--- config.mk ---
export PLATFORM = sky130hd
export DESIGN_NAME = pagegen_top
export DESIGN_NICKNAME = d
export VERILOG_FILES = /design/src/rtl/pagegen_pkg.sv /design/src/rtl/pagegen_regfile.sv /design/src/rtl/pagegen_stepper.sv /design/src/rtl/pagegen_tracker.sv /design/src/rtl/pagegen_top.sv
export SDC_FILE = /design/constraint.sdc
export NUM_CORES = 1
export LEC_CHECK = 0
export BUFFER_PORTS_ARGS = -buffer_cell sky130_fd_sc_hd__buf_2
export CAP_MARGIN = 20
export CORE_AREA = 4 4 129 180
export DETAILED_ROUTE_END_ITERATION = 8
export DIE_AREA = 0 0 133 184
export GPL_ROUTABILITY_DRIVEN = 0
export PLACE_DENSITY = 0.68
export SYNTH_ARGS = -nofsm -noshare
export SYNTH_HDL_FRONTEND = slang
export SYNTH_HIERARCHICAL = 1
export SYNTH_SLANG_ARGS = --single-unit
export TNS_END_PERCENT = 30
--- constraint.sdc ---
create_clock -name clk -period 8.3 [get_ports clk]
set_clock_uncertainty 0.15 [all_clocks]
set_input_delay 2.075 -clock clk [delete_from_list [all_inputs] [get_ports clk]]
set_output_delay 2.075 -clock clk [all_outputs]
set_load 0.005 [all_outputs]
--- src/rtl/pagegen_pkg.sv ---
package pagegen_pkg;
    localparam int PG_CH   = 4;
    localparam int PG_CH_W = $clog2(PG_CH);

    typedef enum logic [0:0] {TRK_IDLE, TRK_TERM} trk_state_t;

    typedef struct packed {
        logic               hit;
        logic [PG_CH_W-1:0] chan;
    } chan_pick_t;

    // Irregular offset-to-channel table; unmapped offsets report hit = 0.
    function automatic chan_pick_t decode_offset(input logic [2:0] off);
        chan_pick_t p;
        unique case (off)
            3'd1:    p = '{hit: 1'b1, chan: PG_CH_W'(2)};
            3'd2:    p = '{hit: 1'b1, chan: PG_CH_W'(3)};
            3'd3:    p = '{hit: 1'b1, chan: PG_CH_W'(1)};
            3'd7:    p = '{hit: 1'b1, chan: PG_CH_W'(0)};
            default: p = '{hit: 1'b0, chan: '0};
        endcase
        return p;
    endfunction
endpackage

--- src/rtl/pagegen_regfile.sv ---
module pagegen_regfile
    import pagegen_pkg::*;
#(
    parameter int PAGE_W  = 8,
    parameter bit HIGH_EN = 1'b1
) (
    input  logic               clk,
    input  logic               rst_n,
    input  logic               io_wr,
    input  logic               io_hi_sel,
    input  logic [2:0]         io_offset,
    input  logic [PAGE_W-1:0]  io_wdata,
    output logic [PAGE_W-1:0]  io_rdata,
    input  logic [PG_CH_W-1:0] sel_chan,
    output logic [PAGE_W-1:0]  low_sel,
    output logic [PAGE_W-1:0]  high_sel
);
    chan_pick_t pick;
    logic [PG_CH-1:0][PAGE_W-1:0] low_q;
    logic [PAGE_W-1:0] high_rd;

    assign pick = decode_offset(io_offset);

    always_ff @(posedge clk) begin
        if (!rst_n) begin
            low_q <= '0;
        end else if (io_wr && !io_hi_sel && pick.hit) begin
            low_q[pick.chan] <= io_wdata;
        end
    end

    generate
        if (HIGH_EN) begin : g_high
            logic [PG_CH-1:0][PAGE_W-1:0] high_q;
            always_ff @(posedge clk) begin
                if (!rst_n) begin
                    high_q <= '0;
                end else if (io_wr && io_hi_sel && pick.hit) begin
                    high_q[pick.chan] <= io_wdata;
                end
            end
            assign high_sel = high_q[sel_chan];
            assign high_rd  = high_q[pick.chan];
        end else begin : g_nohigh
            assign high_sel = '0;
            assign high_rd  = '0;
        end
    endgenerate

    assign low_sel  = low_q[sel_chan];
    assign io_rdata = !pick.hit ? '0 : (io_hi_sel ? high_rd : low_q[pick.chan]);

    // writes to unmapped offsets leave the low bank untouched
    a_r2_unmapped_keeps: assert property (@(posedge clk) disable iff (!rst_n)
        (io_wr && !pick.hit) |=> $stable(low_q));

    // a mapped low write lands in the decoded channel
    a_r3_low_write_lands: assert property (@(posedge clk) disable iff (!rst_n)
        (io_wr && !io_hi_sel && pick.hit) |=> (low_q[$past(pick.chan)] == $past(io_wdata)));
endmodule

--- src/rtl/pagegen_stepper.sv ---
module pagegen_stepper #(
    parameter int ADDR_W    = 16,
    parameter int PAGE_W    = 8,
    parameter int HIGH_KEEP = 7,
    parameter int DIR_BIT   = 5,
    localparam int PHYS_W   = HIGH_KEEP + PAGE_W + ADDR_W
) (
    input  logic [ADDR_W-1:0] cur_addr,
    input  logic [7:0]        chan_mode,
    input  logic [PAGE_W-1:0] low_page,
    input  logic [PAGE_W-1:0] high_page,
    output logic [PHYS_W-1:0] phys_addr,
    output logic [ADDR_W-1:0] next_addr
);
    logic dir_down;

    assign dir_down  = chan_mode[DIR_BIT];
    assign next_addr = dir_down ? cur_addr - ADDR_W'(1) : cur_addr + ADDR_W'(1);
    assign phys_addr = {high_page[HIGH_KEEP-1:0], low_page, cur_addr};
endmodule

--- src/rtl/pagegen_tracker.sv ---
module pagegen_tracker
    import pagegen_pkg::*;
#(
    parameter int CNT_W  = 16,
    localparam int POS_W = CNT_W + 2
) (
    input  logic               clk,
    input  logic               rst_n,
    input  logic               xfer_step,
    input  logic [PG_CH_W-1:0] xfer_chan,
    input  logic               wide_shift,
    input  logic [CNT_W-1:0]   base_count,
    output logic               tc_pulse,
    output logic [PG_CH_W-1:0] tc_chan
);
    logic [PG_CH-1:0][POS_W-1:0] pos_q;
    logic [POS_W-1:0] stride, limit, pos_next;
    logic hit;
    trk_state_t state_q, state_d;

    assign stride   = wide_shift ? POS_W'(2) : POS_W'(1);
    assign limit    = (POS_W'(base_count) + POS_W'(1)) << wide_shift;
    assign pos_next = pos_q[xfer_chan] + stride;
    assign hit      = xfer_step && (pos_next == limit);

    always_ff @(posedge clk) begin
        if (!rst_n) begin
            pos_q <= '0;
        end else if (xfer_step) begin
            pos_q[xfer_chan] <= hit ? '0 : pos_next;
        end
    end

    always_ff @(posedge clk) begin
        if (!rst_n) begin
            tc_chan <= '0;
        end else if (hit) begin
            tc_chan <= xfer_chan;
        end
    end

    always_ff @(posedge clk) begin
        if (!rst_n) state_q <= TRK_IDLE;
        else        state_q <= state_d;
    end

    always_comb begin
        state_d = state_q;
        unique case (state_q)
            TRK_IDLE: if (hit) state_d = TRK_TERM;
            TRK_TERM: state_d = hit ? TRK_TERM : TRK_IDLE;
            default:  state_d = TRK_IDLE;
        endcase
    end

    always_comb begin
        tc_pulse = 1'b0;
        unique case (state_q)
            TRK_IDLE: tc_pulse = 1'b0;
            TRK_TERM: tc_pulse = 1'b1;
            default:  tc_pulse = 1'b0;
        endcase
    end

    // a pulse only ever follows a step
    a_r8_pulse_after_step: assert property (@(posedge clk) disable iff (!rst_n)
        tc_pulse |-> $past(xfer_step));

    // the reported channel only moves together with a pulse
    a_r8_chan_moves_with_pulse: assert property (@(posedge clk) disable iff (!rst_n)
        !$stable(tc_chan) |-> tc_pulse);
endmodule

--- src/rtl/pagegen_top.sv ---
module pagegen_top
    import pagegen_pkg::*;
#(
    parameter int ADDR_W    = 16,
    parameter int PAGE_W    = 8,
    parameter int HIGH_KEEP = 7,
    parameter int CNT_W     = 16,
    parameter bit HIGH_EN   = 1'b1,
    localparam int PHYS_W   = HIGH_KEEP + PAGE_W + ADDR_W
) (
    input  logic               clk,
    input  logic               rst_n,
    input  logic               io_wr,
    input  logic               io_hi_sel,
    input  logic [2:0]         io_offset,
    input  logic [PAGE_W-1:0]  io_wdata,
    output logic [PAGE_W-1:0]  io_rdata,
    input  logic [PG_CH_W-1:0] xfer_chan,
    input  logic [ADDR_W-1:0]  cur_addr,
    input  logic [7:0]         chan_mode,
    input  logic               wide_shift,
    input  logic [CNT_W-1:0]   base_count,
    input  logic               xfer_step,
    output logic [PHYS_W-1:0]  phys_addr,
    output logic [ADDR_W-1:0]  next_addr,
    output logic               tc_pulse,
    output logic [PG_CH_W-1:0] tc_chan
);
    logic [PAGE_W-1:0] low_sel, high_sel;

    pagegen_regfile #(.PAGE_W(PAGE_W), .HIGH_EN(HIGH_EN)) u_regs (
        .clk(clk), .rst_n(rst_n), .io_wr(io_wr), .io_hi_sel(io_hi_sel),
        .io_offset(io_offset), .io_wdata(io_wdata), .io_rdata(io_rdata),
        .sel_chan(xfer_chan), .low_sel(low_sel), .high_sel(high_sel)
    );

    pagegen_stepper #(.ADDR_W(ADDR_W), .PAGE_W(PAGE_W), .HIGH_KEEP(HIGH_KEEP)) u_step (
        .cur_addr(cur_addr), .chan_mode(chan_mode), .low_page(low_sel),
        .high_page(high_sel), .phys_addr(phys_addr), .next_addr(next_addr)
    );

    pagegen_tracker #(.CNT_W(CNT_W)) u_trk (
        .clk(clk), .rst_n(rst_n), .xfer_step(xfer_step), .xfer_chan(xfer_chan),
        .wide_shift(wide_shift), .base_count(base_count),
        .tc_pulse(tc_pulse), .tc_chan(tc_chan)
    );

    // the next address is always one unit away from the current one
    a_r6_step_distance: assert property (@(posedge clk) disable iff (!rst_n)
        (ADDR_W'(next_addr - cur_addr) == ADDR_W'(1)) ||
        (ADDR_W'(cur_addr - next_addr) == ADDR_W'(1)));
endmodule

==> impl_results.md, run 1 <==
* Count of maximum capacitance violations at 0
* Footprint of the multi-input gates at 0.00602 mm^2
* Post CTS Setup Buffer Count at 0
* TritonCTS clock tree: yes
* Power density over cell area at 160 mW/mm^2
* Final wirelength at 28,000 um
* Final period util at 78.7%
* Syn_nets at 1,149
* Largest net degree at the start of global routing at 70
* # rows at 64
* Crit path buf inv count at 3
* Post-cts resize count at 0
* DP HPWL at 19,000 um
* Fill cell count at 2,075
* Setup violations, final at 0
* PortBufs at 109
* Pleak at 3.77 nW
* Starting Density at 44.1%
* Dpl cells at 1,367
* Number of CTS-inserted buffers at 17
* # nets final at 1,170
* Startpoint Class: input port
* Worst slew margin at 39.3%
* Critical Path RT at 8.51 ns
* WL per Instance at 20.0 um
* Top Ports at 117
* Peak supply drop at 0.166 mV
* Worst Tran Pin Value at 0.910 ns
* Area Overhead vs Synth at 9.32%
* CP Max Fanout at 65
* Sink Count at 139
* Fin. Hold Viols at 0
* Setup tns final at 0 ns
* Via density at 6.17
* Status: complete, no violations
* CTS Buffer Depth at 2
* Gr ovfl total at 0
* Clock-pin transition on the worst setup and hold timing paths at 0.06 ns
* Layout cells sized above 1 at 20.6%
* H-tree levels at 4
* Crit path DAT at 6.74 ns
* CP cell instances: buf_2, inv_1, ha_1, a21oi_1, or4b_1, a211o_1, nor3_1, xnor2_1, xor2_1, and4_1, nand2_2, buf_4, a32o_1
* Via count at 8,644
* Fmax at 153 MHz
* Synth Area per Inst at 8.95 um^2
* # DRC at 0
* Critical Path Sink Type: flip-flop
* Initial DRC Count at 672
* Die W at 133 um
* Later-pin clock latency in the skew report at 0.43 ns
* Critical path class: in2reg
* First-pass GRT wire length at 44,500 um
* DIE AREA at 0.0245 mm^2
* Chip height at 184 um
* All-Layer GR Usage at 22.5%
* ANT nets after route at 0
* # hold bufs at CTS at 0
* Ys Warns at 6
* RSZ-0062 raised after global routing: false
* Total core area at 0.0217 mm^2
* Slowest stage cell, crit path: xnor2_1
* Clock root buffer: clkbuf_16
* Max-slew violations at 0
* Gate Count Post-Synth at 1,071
* Crit-path leading delay family: buffers and inverters
* Pre-antenna DRT Iters at 5
* Synthesized area at 0.00958 mm^2
* Vias in the first global route at 8,355
* HP Class: reg2reg
* Non-filler instance count after layout at 1,402
* Initial antenna violation count at 0
* Register area at 0.00278 mm^2
* Critical Path Max Stage Delay at 0.59 ns
* Minimum clock period at 6.53 ns
[routing by layer]
| metal | wire length (um) | vias up | track usage (%) |
|---|---|---|---|
| li1 | - | 4096 | - |
| met1 | 11000 | 4198 | 25.6 |
| met2 | 14900 | 300 | 42.4 |
| met3 | 1400 | 50 | 3.45 |
| met4 | 714 | 0 | 7.90 |
| met5 | 0 | - | 0 |
[where the power goes]
| group | internal [W] | switching [W] |
|---|---|---|
| clock network | 0.000446 | 0.000290 |
| logic | 0.000104 | 0.000162 |
| registers | 0.000673 | 0.00000370 |
| total | 0.00122 | 0.000456 |
[state kept, by name, summed over array words and instances (netlist names)]
signal and cells:
u_regs/g_high.high_q 32, u_trk/state_q 1, u_trk/tc_chan 2, u_regs/low_q 32
u_trk/pos_q 72
[through the flow]
stage / total power [W] / hold slack [ns] / setup WS [ns] / util, % / instance area [um^2]
2_1_floorplan: 0.000876 / 0.283 / 1.73 / - / 9580
3_3_place_gp: 0.000950 / 0.291 / 1.46 / 45.4 / 9860
3_5_place_dp: 0.000953 / 0.297 / 1.42 / 45.4 / 9860
4_1_cts: 0.00168 / 0.305 / 1.83 / 48.0 / 10400
5_1_grt: 0.00174 / 0.329 / 1.56 / 48.3 / 10500
6_report: 0.00168 / 0.302 / 1.77 / 48.3 / 10500
[final cells by class]
cell class | count | share of cell area (%)
Multi-Input combinational cell | 796 | 57.4
Clock inverter | 8 | 0.908
Clock buffer | 23 | 4.37
Tap cell | 297 | 3.55
Timing Repair Buffer | 123 | 6.59
Antenna cell | 1 | 0.0239
Inverter | 15 | 0.538
Sequential cell | 139 | 26.6
[worst reg2reg max path, stage by stage (launching register included)]
cell and delay (ns):
dfxtp_1 0.32, mux4_2 0.48, ha_1 0.29, a21oi_1 0.20
or4_1 0.64, a211o_1 0.52, nor2_1 0.41, o2bb2ai_1 0.13
nor4b_1 0.43, and4_1 0.34, nand2_2 0.06, buf_4 0.33
a32o_1 0.37
[placed cells by master (no fill, tap or decap), types with 5 or more instances in the layout]
master and n:
clkbuf_16 17, xor2_1 16, ha_1 17, a22o_1 28, nand2_1 53, mux2_2 21
mux2i_1 15, inv_1 13, nand4_1 9, a211o_1 9, nor2b_1 6, a21oi_1 47
a211oi_1 5, nor3b_1 18, buf_2 109, mux4_2 30, nor4_1 6, buf_4 11
nor2_1 52, a32oi_1 11, o21ai_0 75, a21boi_1 35, o21ai_1 22, o41ai_1 5
clkbuf_1 5, a21boi_0 29, o211ai_1 15, a32o_1 37, xnor2_1 23, dfxtp_1 139
nand3_1 86, nor3_1 15, and3_1 22, or2_2 6, or3_1 5
[path summary, 6_finish.rpt]
path / from / to / slack, ns / cells past startpoint
worst max-delay path: wide_shift / u_trk/pos_q[43]$_SDFFE_PN0P_ / 1.77 / 13
worst min-delay path: u_trk/pos_q[0]$_SDFFE_PN0P_ / u_trk/pos_q[0]$_SDFFE_PN0P_ / 0.30 / 2
worst max register to register: u_trk/pos_q[19]$_SDFFE_PN0P_ / u_trk/pos_q[25]$_SDFFE_PN0P_ / 3.51 / 12
worst min register to register: u_trk/pos_q[0]$_SDFFE_PN0P_ / u_trk/pos_q[0]$_SDFFE_PN0P_ / 0.30 / 2
Power figures use the tool's default switching activity.
==> run 2: changes to the inputs <==
clock period = 6.1 ns   (was 8.3 ns; I/O delays follow)
==> impl_results.md, run 2 (same netlist as run 1, synthesis figures left out) <==
* Critical Path Sink Type: flip-flop
* Most frequent cells in the layout: 139 x dfxtp_1, 109 x buf_2, 86 x nand3_1, 75 x o21ai_0, 53 x nand2_1
* H-tree levels at 4
* Peak supply drop at 0.188 mV
* Diode count at 0
* Setup violations, final at 0
* Minimum clock period at 5.50 ns
* Gr ovfl total at 0
* Most common cell after layout, fill and taps aside: dfxtp_1
* Clock-pin transition on the worst setup and hold timing paths at 0.06 ns
* Fill cell count at 2,079
* WL per Instance at 19.9 um
* Crit path DAT at 5.65 ns
* All-Layer GR Usage at 22.5%
* Largest register FFs at 72
* Status: complete, no violations
* Area Overhead vs Synth at 11.0%
* Setup tns final at 0 ns
* Via count at 8,634
* Fin. Hold Viols at 0
* Switch Pwr at 0.000629 W
* # hold bufs at CTS at 0
* Vias in the first global route at 8,350
* Later-pin clock latency in the skew report at 0.42 ns
* CP Max Fanout at 65
* Clock root buffer: clkbuf_16
* Worst slew margin at 39.3%
* Dpl cells at 1,376
* Max-slew violations at 0
* Initial DRC Count at 730
* Layout cells sized above 1 at 21.4%
* Startpoint Class: input port
* Reg with most FFs: u_trk/pos_q
* Combinational Power Share at 15.2%
* Internal power at 0.00177 W
* DIE AREA at 0.0245 mm^2
* Non-filler instance count after layout at 1,410
* Total core area at 0.0217 mm^2
* RSZ-0062 raised after global routing: false
* Pleak at 3.85 nW
* Critical Path RT at 6.26 ns
* Power density over cell area at 225 mW/mm^2
* HP Class: reg2reg
* Seq pwr share at 38.4%
* Initial antenna violation count at 0
* DP HPWL at 18,900 um
* Starting Density at 44.1%
* # rows at 64
* Final period util at 90.1%
* Post CTS Setup Buffer Count at 0
* Via density at 6.12
* TritonCTS clock tree: yes
* Sink Count at 139
* Sw frac at 26.2%
* Largest net degree at the start of global routing at 70
* Worst Tran Pin Value at 0.910 ns
* PortBufs at 109
* Number of CTS-inserted buffers at 17
* Fmax at 182 MHz
* Chip height at 184 um
* Overall power at 0.00240 W
* Footprint of the multi-input gates at 0.00602 mm^2
* Post-cts resize count at 0
* First-pass GRT wire length at 44,400 um
* # DRC at 0
* Pre-antenna DRT Iters at 5
* Count of maximum capacitance violations at 0
* Clock share of power at 46.4%
* ANT nets after route at 0
* Regs by FF count: u_trk/pos_q (72), u_regs/g_high.high_q (32), u_regs/low_q (32)
* Critical path class: in2reg
* Die W at 133 um
* Top Ports at 117
* CTS Buffer Depth at 2
* Register area at 0.00278 mm^2
* Hold_ws at 0.305 ns
* # nets final at 1,178
* Final wirelength at 28,000 um
-- run 2: cell count changes in the layout (fill, tap and decap cells not counted), moves of 2 or more --
cell	before	now
bufinv_16	2	4
buf_4	11	18
clkinv_2	4	2
clkinv_4	0	2
clkbuf_1	5	3
-- run 2: final timing paths --
check                               start                      endpoint  slack (ns)  cells after the start
max reg2reg  u_trk/pos_q[55]$_SDFFE_PN0P_  u_trk/pos_q[23]$_SDFFE_PN0P_        1.64                     12
max                          xfer_chan[1]  u_trk/pos_q[23]$_SDFFE_PN0P_        0.60                     13
min           u_trk/pos_q[0]$_SDFFE_PN0P_   u_trk/pos_q[0]$_SDFFE_PN0P_        0.31                      2
min reg2reg   u_trk/pos_q[0]$_SDFFE_PN0P_   u_trk/pos_q[0]$_SDFFE_PN0P_        0.31                      2
-- run 2: power by group through the flow --
stage                     Sequential, W  Clock (W)  Combinational [W]
after CTS                      0.000921    0.00112           0.000359
after global placement         0.000941          0           0.000355
final                          0.000921    0.00111           0.000364
after detailed placement       0.000941          0           0.000358
after global routing           0.000922    0.00116           0.000398
after floorplan                0.000939          0           0.000253
-- run 2: metrics by stage --
| stage | area (um^2) | setup WS [ns] | utilization (%) |
|---|---|---|---|
| floorplan | 9580 | 0.0755 | - |
| global placement | 9950 | 0.252 | 45.8 |
| detailed placement | 9950 | 0.228 | 45.8 |
| CTS | 10600 | 0.647 | 48.7 |
| global route | 10600 | 0.366 | 49.0 |
| finish | 10600 | 0.603 | 49.0 |
-- run 2: final cells by class --
type,count,area share [%]
repair buffers,131,7.30
flip-flops and latches,139,26.2
clock inverters,10,1.54
multi-input cells,796,56.6
clock buffers,22,4.37
inverters,15,0.530
well taps,297,3.50
-- run 2: routing by layer --
metal | GRT usage [%] | vias up | share of wire [%]
li1 | - | 4100 | -
met1 | 25.6 | 4203 | 39
met2 | 41.9 | 286 | 53
met3 | 3.15 | 45 | 4.7
met4 | 9.07 | 0 | 2.7
met5 | 0 | - | 0
-- run 2: critical path, stage by stage --
cell	delay, ns
buf_2	0.18
mux4_2	0.55
ha_1	0.30
a21oi_1	0.15
or4_1	0.62
a211o_1	0.50
o211ai_1	0.24
and3b_1	0.18
nor4b_1	0.43
and4_1	0.35
nand2_2	0.09
buf_12	0.21
a32o_1	0.29
==> run 3: changes to the inputs <==
CORE_AREA = 4 4 122 171   (was 4 4 129 180)
DIE_AREA = 0 0 126 175   (was 0 0 133 184)
SYNTH_HIERARCHICAL = default   (was 1)
==> impl_results.md, run 3 <==
* Status: complete, no violations
* Pre-antenna DRT Iters at 5
* Critical Path RT at 4.43 ns
* Top Ports at 117
* Synth area leaders: dfxtp_1 33%, mux2i_1 10%, mux4_2 8.7%, a32o_1 8.4%, nor2b_1 5.4%
* Later-pin clock latency in the skew report at 0.41 ns
* Gate Count Post-Synth at 873
* Mux cell area share after synthesis at 19.5%
* Top sig layer: met4
* Ys Warns at 0
* Yosys reg bits at 139
* Switch Pwr at 0.000587 W
* Die W at 126 um
* Clock-pin transition on the worst setup and hold timing paths at 0.06 ns
* Critical path class: in2out
* Reg2Reg Setup Slack at 1.65 ns
* Sw frac at 24.3%
* All-Layer GR Usage at 19.7%
* Chip height at 175 um
* Synth async-reset ratio at 0%
* Initial antenna violation count at 0
* HP Class: reg2reg
* Post-synthesis sequential area ratio at 32.5%
* Initial DRC Count at 327
* H-tree levels at 4
* Via density at 5.94
* # hold bufs at CTS at 0
* Diode count at 0
* Clock share of power at 48.3%
* Clock root buffer: clkbuf_16
* Synthesized area at 0.00856 mm^2
* Count leader, synth: dfxtp_1
* # rows at 60
* Top cell type's share of synthesized area at 32.5%
* Vias in the first global route at 7,198
* Area Overhead vs Synth at 14.9%
* Largest family of logic cells by synthesized area: multiplexers
* Gr ovfl total at 0
* Xor and xnor area share after synthesis at 4.99%
* WHS Path Cells at 1
* Final wirelength at 22,000 um
* ANT nets after route at 0
* Crit path DAT at 4.04 ns
* First-pass GRT wire length at 36,000 um
* Minimum clock period at 5.72 ns
* PortBufs at 109
* TritonCTS clock tree: yes
* DP HPWL at 15,200 um
* WL per Instance at 18.3 um
* Starting Density at 44.5%
* Sink Count at 139
* M1 WL at 9080 um
* Worst Tran Pin Value at 1.01 ns
* Final period util at 93.7%
* DIE AREA at 0.0221 mm^2
* Max-slew violations at 0
* # DRC at 0
* # nets final at 1,016
* Most common cell after layout, fill and taps aside: dfxtp_1
* Cell variety after synth at 67
* DP Area at 0.00916 mm^2
* Adder-cell share of the synthesized area at 3.07%
* WL met2 at 11,400 um
* Largest register FFs at 72
* Fmax at 175 MHz
* Fin. Hold Viols at 0
* Pleak at 3.84 nW
* Design area at 0.00983 mm^2
* Hold Path End: u_trk.pos_q[25]$_SDFFE_PN0P_
* CP Max Fanout at 7
* Hold Crit Start: u_trk.pos_q[25]$_SDFFE_PN0P_
* Synth Area per Inst at 9.80 um^2
* Seq pwr share at 38.3%
* Setup violations, final at 0
* Startpoint Class: input port
* Layout cells sized above 1 at 22.8%
* Peak supply drop at 0.192 mV
* Post CTS Setup Buffer Count at 0
* Post-cts resize count at 0
* Regs by FF count: u_trk.pos_q (72), u_regs.g_high.high_q (32), u_regs.low_q (32)
* Syn_nets at 951
* Power density over cell area at 246 mW/mm^2
* Critical Path Sink Type: primary output
* Most frequent cells in the layout: 139 x dfxtp_1, 109 x buf_2, 88 x mux2i_1, 72 x a32o_1, 70 x nor2b_1
* Total core area at 0.0192 mm^2
* RR Startpoint: u_trk.pos_q[0]$_SDFFE_PN0P_
* Setup tns final at 0 ns
* Post-synth top flop: dfxtp_1
* Compound-Gate Fraction of Synth Area at 17.6%
* Largest net degree at the start of global routing at 77
* RSZ-0062 raised after global routing: false
* Reg2reg end: u_trk.pos_q[56]$_SDFFE_PN0P_
* Combinational Power Share at 13.4%
* EDFF count, synth at 0
* Metal3 WL at 916 um
* Reg with most FFs: u_trk.pos_q
* Internal power at 0.00183 W
* Worst slew margin at 32.4%
* Number of CTS-inserted buffers at 17
* Via count at 7,126
* Post-synth top area cell: dfxtp_1
* Post-Synth Simple-Gate Area at 16.1%
* Synth cell count leaders: 139 x dfxtp_1, 88 x mux2i_1, 74 x nor2b_1
* Cells on worst reg2reg path at 12
* Count of maximum capacitance violations at 0
* CTS Buffer Depth at 2
## run 3: how the worst max path moves through the flow
stage | startpoint | endpoint | slack [ns] | cells after the start
2_1_floorplan | xfer_chan[0] | u_trk.pos_q[10]$_SDFFE_PN0P_ | 0.009 | 19
3_3_place_gp | xfer_chan[0] | u_trk.pos_q[59]$_SDFFE_PN0P_ | 0.21 | 13
3_5_place_dp | xfer_chan[0] | u_trk.pos_q[38]$_SDFFE_PN0P_ | 0.20 | 13
4_1_cts | chan_mode[5] | next_addr[15] | 0.37 | 13
5_1_grt | chan_mode[5] | next_addr[15] | 0.06 | 13
6_report | chan_mode[5] | next_addr[15] | 0.38 | 13
## run 3: critical path: stages
cell and delay (ns):
buf_2 0.15, ha_1 0.28, a21o_1 0.18, a21oi_1 0.21, o21ai_0 0.14, a211oi_1 0.34
o31ai_1 0.16, o41ai_1 0.27, buf_4 0.19, o2111ai_1 0.13, a21oi_1 0.20, xnor2_1 0.14
buf_2 0.14
## run 3: cell type report
type                    instances  area [um^2]
clock buffers                  18          429
clock inverters                14          241
fillers                      1800         9380
inverters                      24         90.1
multi-input cells             628         5280
flip-flops and latches        139         2780
well taps                     248          310
repair buffers                128          704
## run 3: logic make-up (layout without fill, tap and decap cells)
group,Yosys count,count (layout)
buffers and inverters,106,184
AOI/OAI and AO/OA,189,189
DFF,139,139
and+or+nand+nor,247,247
muxes,125,125
xor gates and xnor gates,47,47
adders and majority gates,20,20
## run 3: routing by layer
metal / GRT usage (%) / vias to the layer above
met5: 0 / -
met3: 3.21 / 38
met2: 35.9 / 178
met1: 22.9 / 3463
met4: 7.60 / 0
li1: - / 3447
## run 3: power groups by stage
stage | sequential [W] | combinational (W) | clock, W
final | 0.000924 | 0.000324 | 0.00117
after global routing | 0.000924 | 0.000358 | 0.00122
after CTS | 0.000924 | 0.000325 | 0.00118
after detailed placement | 0.000944 | 0.000324 | 0
after global placement | 0.000943 | 0.000320 | 0
after floorplan | 0.000942 | 0.000222 | 0
## run 3: through the flow
| stage | power [W] | setup WS [ns] | hold slack, ns | std cells | utilization (%) |
|---|---|---|---|---|---|
| final | 0.00241 | 0.383 | 0.311 | 1199 | 51.2 |
| after global routing | 0.00251 | 0.0603 | 0.324 | 1199 | 51.2 |
| after CTS | 0.00243 | 0.371 | 0.312 | 1199 | 51.2 |
| after detailed placement | 0.00127 | 0.197 | 0.299 | 1167 | 47.7 |
| after global placement | 0.00126 | 0.206 | 0.292 | 1166 | 47.6 |
| after floorplan | 0.00116 | 0.00942 | 0.287 | 873 | - |
